## config.mk

```make
export PLATFORM = sky130hd
export DESIGN_NAME = wake_qualifier
export DESIGN_NICKNAME = d
export VERILOG_FILES = /design/src/rtl/wake_pkg.sv /design/src/rtl/wake_dur_filter.sv /design/src/rtl/wake_arb.sv /design/src/rtl/wake_qualifier.sv
export SDC_FILE = /design/constraint.sdc
export NUM_CORES = 1
export LEC_CHECK = 0
export CAP_MARGIN = 20
export CORE_MARGIN = 2
export CORE_UTILIZATION = 54
export DETAILED_ROUTE_END_ITERATION = 16
export GPL_TIMING_DRIVEN = 0
export PLACE_DENSITY_LB_ADDON = 0.3
export REMOVE_ABC_BUFFERS = 1
export SLEW_MARGIN = 20
export SYNTH_ARGS = -nofsm -noshare
export SYNTH_HDL_FRONTEND = slang
export SYNTH_SLANG_ARGS = --single-unit
export TNS_END_PERCENT = 5
```

## constraint.sdc

```tcl
create_clock -name clk_i -period 1.7 [get_ports clk_i]
set_input_delay 0.51 -clock clk_i [delete_from_list [all_inputs] [get_ports clk_i]]
set_output_delay 0.51 -clock clk_i [all_outputs]
set_load 0.005 [all_outputs]
```

## src/rtl/wake_pkg.sv

```systemverilog
package wake_pkg;
  typedef enum logic {
    SRC_BUS = 1'b0,
    SRC_PIN = 1'b1
  } wake_src_e;
endpackage

```

## src/rtl/wake_dur_filter.sv

```systemverilog
module wake_dur_filter #(
  parameter int unsigned FILT_CYC     = 50,
  parameter bit          NEED_RELEASE = 1'b0
) (
  input  logic clk_i,
  input  logic rst_ni,
  input  logic en_i,
  input  logic active_i,
  output logic hit_o
);
  localparam int unsigned CW = $clog2(FILT_CYC + 1);
  localparam logic [CW-1:0] CNT_MAX = CW'(FILT_CYC);
  localparam logic [CW-1:0] CNT_PRE = CW'(FILT_CYC - 1);

  logic [CW-1:0] cnt_q;
  logic          can_count;

  always_ff @(posedge clk_i or negedge rst_ni) begin
    if (!rst_ni)                cnt_q <= '0;
    else if (!en_i || !active_i) cnt_q <= '0;
    else if (can_count && cnt_q != CNT_MAX) cnt_q <= cnt_q + 1'b1;
  end

  if (NEED_RELEASE) begin : g_release
    // an active level counts only after the idle level was seen in sleep
    logic idle_seen_q;
    always_ff @(posedge clk_i or negedge rst_ni) begin
      if (!rst_ni)        idle_seen_q <= 1'b0;
      else if (!en_i)     idle_seen_q <= 1'b0;
      else if (!active_i) idle_seen_q <= 1'b1;
    end
    assign can_count = idle_seen_q;
    assign hit_o     = en_i & ~active_i & (cnt_q == CNT_MAX);


    release_after_run_chk: assert property (@(posedge clk_i) disable iff (!rst_ni)
      hit_o |-> $past(active_i));
  end else begin : g_level
    assign can_count = 1'b1;
    assign hit_o     = en_i & active_i & (cnt_q == CNT_PRE);
  end


  single_hit_chk: assert property (@(posedge clk_i) disable iff (!rst_ni)
    hit_o |=> !hit_o);


  sleep_clear_chk: assert property (@(posedge clk_i) disable iff (!rst_ni)
    !en_i |=> (cnt_q == '0));
endmodule

```

## src/rtl/wake_arb.sv

```systemverilog
module wake_arb
  import wake_pkg::*;
(
  input  logic      clk_i,
  input  logic      rst_ni,
  input  logic      bus_hit_i,
  input  logic      pin_hit_i,
  output logic      pulse_o,
  output wake_src_e src_o
);
  always_ff @(posedge clk_i or negedge rst_ni) begin
    if (!rst_ni) begin
      pulse_o <= 1'b0;
      src_o   <= SRC_BUS;
    end else begin
      pulse_o <= bus_hit_i | pin_hit_i;
      if (pin_hit_i)      src_o <= SRC_PIN;
      else if (bus_hit_i) src_o <= SRC_BUS;
    end
  end


  pin_prio_chk: assert property (@(posedge clk_i) disable iff (!rst_ni)
    pin_hit_i |=> (pulse_o && src_o == SRC_PIN));
endmodule

```

## src/rtl/wake_qualifier.sv

```systemverilog
module wake_qualifier
  import wake_pkg::*;
#(
  parameter int unsigned BUS_FILT_CYC = 50,
  parameter int unsigned PIN_FILT_CYC = 40
) (
  input  logic clk_i,
  input  logic rst_ni,
  input  logic sleep_i,
  input  logic bus_rec_i,
  input  logic wake_pin_ni,
  output logic wake_pulse_o,
  output logic wake_src_o
);
  logic      bus_hit, pin_hit;
  wake_src_e src;

  wake_dur_filter #(
    .FILT_CYC    (BUS_FILT_CYC),
    .NEED_RELEASE(1'b1)
  ) u_bus_filt (
    .clk_i   (clk_i),
    .rst_ni  (rst_ni),
    .en_i    (sleep_i),
    .active_i(~bus_rec_i),
    .hit_o   (bus_hit)
  );

  wake_dur_filter #(
    .FILT_CYC    (PIN_FILT_CYC),
    .NEED_RELEASE(1'b0)
  ) u_pin_filt (
    .clk_i   (clk_i),
    .rst_ni  (rst_ni),
    .en_i    (sleep_i),
    .active_i(~wake_pin_ni),
    .hit_o   (pin_hit)
  );

  wake_arb u_arb (
    .clk_i    (clk_i),
    .rst_ni   (rst_ni),
    .bus_hit_i(bus_hit),
    .pin_hit_i(pin_hit),
    .pulse_o  (wake_pulse_o),
    .src_o    (src)
  );

  assign wake_src_o = src;

  initial begin
    filt_len_chk: assert (BUS_FILT_CYC >= 2 && PIN_FILT_CYC >= 2);
  end


  sleep_gate_chk: assert property (@(posedge clk_i) disable iff (!rst_ni)
    wake_pulse_o |-> $past(sleep_i));
endmodule

```

### Word-level counts from Yosys, hierarchy flattened

Cells that the tools add are included.

| cells by class | value |
|---|---|
| equal/unequal tests | 5 |
| bitwise logic cells | 6 |
| multiplexer cells | 8 |
| reductions and logical operators | 7 |
| add/sub/neg operators | 2 |

Operator list:

| cell | number |
|---|---|
| 2-to-1 mux 6 bit | 4 |
| adder 6 x 1 -> 6 bit, second input constant | 2 |
| equality test 6 bit, second input constant | 2 |
| != test 6 bit, second input constant | 2 |
| nonzero test 2 bit | 3 |
| bitwise AND 1 bit | 4 |
| 2-to-1 mux 1 bit | 4 |
| logical OR 1 bit | 2 |
| != test 2 x 1 -> 1 bit, second input constant | 1 |
| logical AND 1 bit | 1 |
| zero test 1 bit | 1 |
| inverter 1 bit | 1 |
| OR 1 bit | 1 |

| word-level totals | value |
|---|---|
| bits of input ports | 5 |
| bits in registers | 15 |
| output and inout bits | 2 |
| word-level logic and storage cells | 33 |

### Longest topological paths before layout

| depth | value |
|---|---|
| depth after elaboration | 4 |
| depth in mapped cells | 5 |
| gate-level depth less buffers | 5 |

### Cells and area by module

A second synthesis with hierarchy kept.

| unflattened totals | value |
|---|---|
| cells, all modules | 78 |
| area, all modules | 788.3 um2 |

By module, submodules not included:

| module | seq. area each (um2) | times used | cells each | area each (um2) |
|---|---|---|---|---|
| wake_dur_filter (u_bus_filt) | 175.2 | 1 | 38 | 379.1 |
| wake_dur_filter (u_pin_filt) | 150.1 | 1 | 33 | 334.1 |
| wake_arb | 50.0 | 1 | 5 | 67.6 |
| wake_qualifier | 0.0 | 1 | 2 | 7.5 |

### Worst setup path before layout

Ideal clock, no wire load.

| path | value |
|---|---|
| kind | register -> register |
| start point | register u_bus_filt.cnt_q[0] |
| end point | register u_bus_filt.cnt_q[0] |
| path buffers | 0 |
| clock period less this slack | 1.524 ns |
| setup slack | 0.176 ns |
| stages on the path, launching flop included | 6 |
| setup time | 0.127 ns |
| arrival time | 1.397 ns |
| cells stage by stage | dfrtp_1 > inv_1 > ha_1 > nor4bb_4 > a21bo_1 > mux2_1 |

| between the ends | value |
|---|---|
| longest elaborated chain between the ends | 3 |
| elaborated cells on any way between the ends | 6 |
| classes of those cells | 1 x add/sub; 1 x eq/ne; 2 x mux; 2 x reduce/logical |

RTL lines:

| element | line | text |
|---|---|---|
| from (decl) | wake_dur_filter.sv:15 | `logic [CW-1:0] cnt_q;` |
| from (signal assigned) | wake_dur_filter.sv:21 | `else if (can_count && cnt_q != CNT_MAX) cnt_q <= cnt_q + 1'b1;` |
| adder 6 x 1 -> 6 bit or != test 6 bit (tied branches) | wake_dur_filter.sv:21 |  |
| 2-to-1 mux 6 bit or logical AND 1 bit (tied branches) | wake_dur_filter.sv:21 |  |
| 2-to-1 mux 6 bit or nonzero test 2 bit (tied branches) | -- |  |

Parallel ways exist; a longest one is shown, timed or not. The select of a mux whose other input is x is not followed.
A chain may end at the register's enable or synchronous reset.

### Worst setup path after layout

| path | value |
|---|---|
| start point | register u_arb.src_o |
| end point | output wake_src_o |

RTL lines:

| element | line | text |
|---|---|---|
| from (decl) | wake_arb.sv:9 | `output wake_src_e src_o` |
| from (signal assigned) | wake_arb.sv:14 | `src_o <= SRC_BUS;` |
| from (signal assigned) | wake_arb.sv:17 | `if (pin_hit_i) src_o <= SRC_PIN;` |
| from (signal assigned) | wake_arb.sv:18 | `else if (bus_hit_i) src_o <= SRC_BUS;` |
| to (decl) | wake_qualifier.sv:13 | `output logic wake_src_o` |

No word-level cell between the ends.

==> flow_summary.yaml <==
status:
  status: "finished, final reports clean"
layout:
  final_net_count: 95
  fill_cells: 116
  fin_util_pct: 66.1
  diodes: 0
  finish.instance_area_um2: 882
  syn2layout_area_growth_pct: 12.8
  drive_gt1_share_pct: 5.88
  final_cells: 100
place:
  gp_congestion: 0.817
  post-place-cells: 96
  place_hpwl_um: 995
  dpl_cell_area_um2: 856
  port_buffers: 6
clock_tree:
  clk_pin_slew_ns: 0.09
  cts_made_buffers: 3
  clockBufferDepth: 2
  post_cts_buffers: 0
  cts_root_buf: "clkbuf_4"
  clk_latency_ns: 0.27
  cts_sinks: 15
  cts_tree: "built"
  h-tree-depth: 1
sta:
  fmax_mhz: 608
  finClkSkew_ns: 0.00425
  setup_viol: 0
  slew_viol_final: 0
  layout_min_cycle_time_ns: 1.64
  period_share_pct: 96.7
  hold_viol_final: 0
  whs_ns: 0.494
  grt_setup_unrepaired: "no"
  relSlewSlack_pct: 55.8
  tightest_slew_ns: 0.661
floorplan:
  die_y_um: 42.1
  fp.dieArea_um2: 1770
  core_area_um2: 1330
  ioPinCount: 7
  rows: 13
  die_x_um: 42.1
  floorplan.initialDensity_pct: 58.6
grt:
  grt_max_degree: 16
  grt_overflow: 0
  antenna_found_initial: 0
  grt_util_all_layers_pct: 17.8
  grt_pass1_vias: 586
  grt_pass1_wl_um: 2460
critical_path:
  cp.arrival_ns: 1.13
  crit_type: "register to primary output"
  path_buf_inv: 1
  worstSetupEndpointType: "primary output"
  path_delay_family: "buffers and inverters"
  cp_max_fo: 2
  cpPeakStageDelay_ns: 0.50
  setup.worst_path.start_class: "register"
  worstPathCellList: "clkdlybuf4s50_1"
  cp_slowest_cell: "clkdlybuf4s50_1"
  crit_required_ns: 1.19
power:
  vdd_drop_max_uv: 436
  pwr_density_cell_nw_per_um2: 699
  power_mw: 0.616
  leakage_nw: 0.381
routing:
  drt_iter0_drc: 14
  viasPerCell: 5.84
  drt_first_pass_iters: 4
  ant_nets: 0
  drt-wirelength-per-cell_um: 13.4
  vias: 584
  wl_um: 1340
  drcViolationCount: 0
synth:
  post_synth.cell_area_avg_um2: 10.3
  yosysSeqAreaShare_pct: 48.0
  syn_area_um2: 782
  synth.distinct_cells: 27
  synth_cells: 76
  yosys_warnings: 0
  ys_seq_elements: 15
run:
  maxCapViolations: 0
min_path:
  hp-class: "register to register"
==> through the flow <==
step | TNS [ns] | setup WS (ns)
after global routing | 0 | 0.00160
after global placement | -0.160 | -0.0773
final | 0 | 0.0559
after CTS | 0 | 0.0232
after detailed placement | -0.211 | -0.0881
after floorplan | 0 | 0.176
==> placed cells by master (no fill, tap or decap), drive strengths merged <==
master / n
nand3: 3
nand2b: 4
a211o: 1
clkbuf: 4
nor3: 4
inv: 4
ha: 4
nand4: 3
nor2: 5
nand2: 7
a21o: 1
a21bo: 1
clkdlybuf4s50: 6
nor4bb: 1
and3: 1
xnor2: 1
dfrtp: 15
xor2: 4
mux2: 1
or3: 2
o31ai: 1
o21ai: 2
a21oi: 6
nor4: 1
a211oi: 1
o21a: 1
and4bb: 1
==> synthesized netlist by cell type (all sizes together) <==
cell type  instances  share of area, %
dfrtp             15                48
nand2              7               3.4
a21oi              6               3.8
nor2               5               2.4
ha                 4               6.4
inv                4               1.9
nand2b             4               3.2
nor3               4               2.6
xor2               4               4.5
nand3              3               1.9
nand4              3               3.2
o21ai              2               1.3
or3                2               1.6
a211o              1               1.1
a211oi             1              0.96
a21bo              1               1.3
a21o               1              0.96
and3               1              0.80
and4bb             1               1.6
buf                1              0.64
mux2               1               1.4
nor4               1              0.80
nor4bb             1               3.2
o21a               1              0.96
o31ai              1              0.96
xnor2              1               1.1
==> routing by layer <==
metal / up-vias / share of wire, % / global-route usage, %
met5: - / 0 / 0
met4: 0 / 0.97 / 5.63
met3: 2 / 1.9 / 2.59
met2: 6 / 52 / 32.2
met1: 291 / 45 / 21.6
li1: 285 / - / -
==> sequential cells by signal, summed over array words and instances (netlist names) <==
signal / cells
u_arb.pulse_o: 1
u_bus_filt.can_count: 1
u_pin_filt.cnt_q: 6
u_arb.src_o: 1
u_bus_filt.cnt_q: 6
==> final timing paths <==
| kind | startpoint | to | slack [ns] | depth (start not counted) |
|---|---|---|---|---|
| max in group asynchronous | rst_ni | u_pin_filt.cnt_q[0] | 0.64 | 1 |
| min in group asynchronous | rst_ni | u_bus_filt.cnt_q[2] | 0.64 | 1 |
| setup reg to reg | u_bus_filt.cnt_q[0] | u_bus_filt.cnt_q[0] | 0.12 | 5 |
| hold / removal | u_arb.src_o | u_arb.src_o | 0.49 | 1 |
| hold reg to reg | u_arb.src_o | u_arb.src_o | 0.49 | 1 |
| setup / recovery | u_arb.src_o | wake_src_o | 0.06 | 1 |
==> repair_timing <==
item,CTS,global route
resized for setup,0,0
setup endpoints to repair,0,1
hold buffers,0,0
==> cell families (layout without fill, tap and decap cells) <==
| group | Yosys count | after routing | share of synthesized area, % |
|---|---|---|---|
| and+or+nand+nor | 32 | 32 | 24.6 |
| AOI/OAI and AO/OA | 14 | 14 | 11.4 |
| buffers and inverters | 5 | 14 | 2.56 |
| muxes | 1 | 1 | 1.44 |
| DFF | 15 | 15 | 48.0 |
| adders and majority gates | 4 | 4 | 6.40 |
| xor gates and xnor gates | 5 | 5 | 5.60 |
==> layout make-up <==
cell class	count	area, um^2	area share, %
Sequential cell	15	375	42.6
Multi-Input combinational cell	56	387	43.8
Clock buffer	4	26.3	2.98
Timing Repair Buffer	6	60.1	6.81
Tap cell	15	18.8	2.13
Inverter	4	15.0	1.70
==> where the power goes <==
part / switching [mW] / internal (mW) / leakage, nW
registers: 0.00835 / 0.364 / 0.205
logic: 0.0248 / 0.0232 / 0.161
clock network: 0.106 / 0.0907 / 0.0150
(Power assumes the default switching activity.)
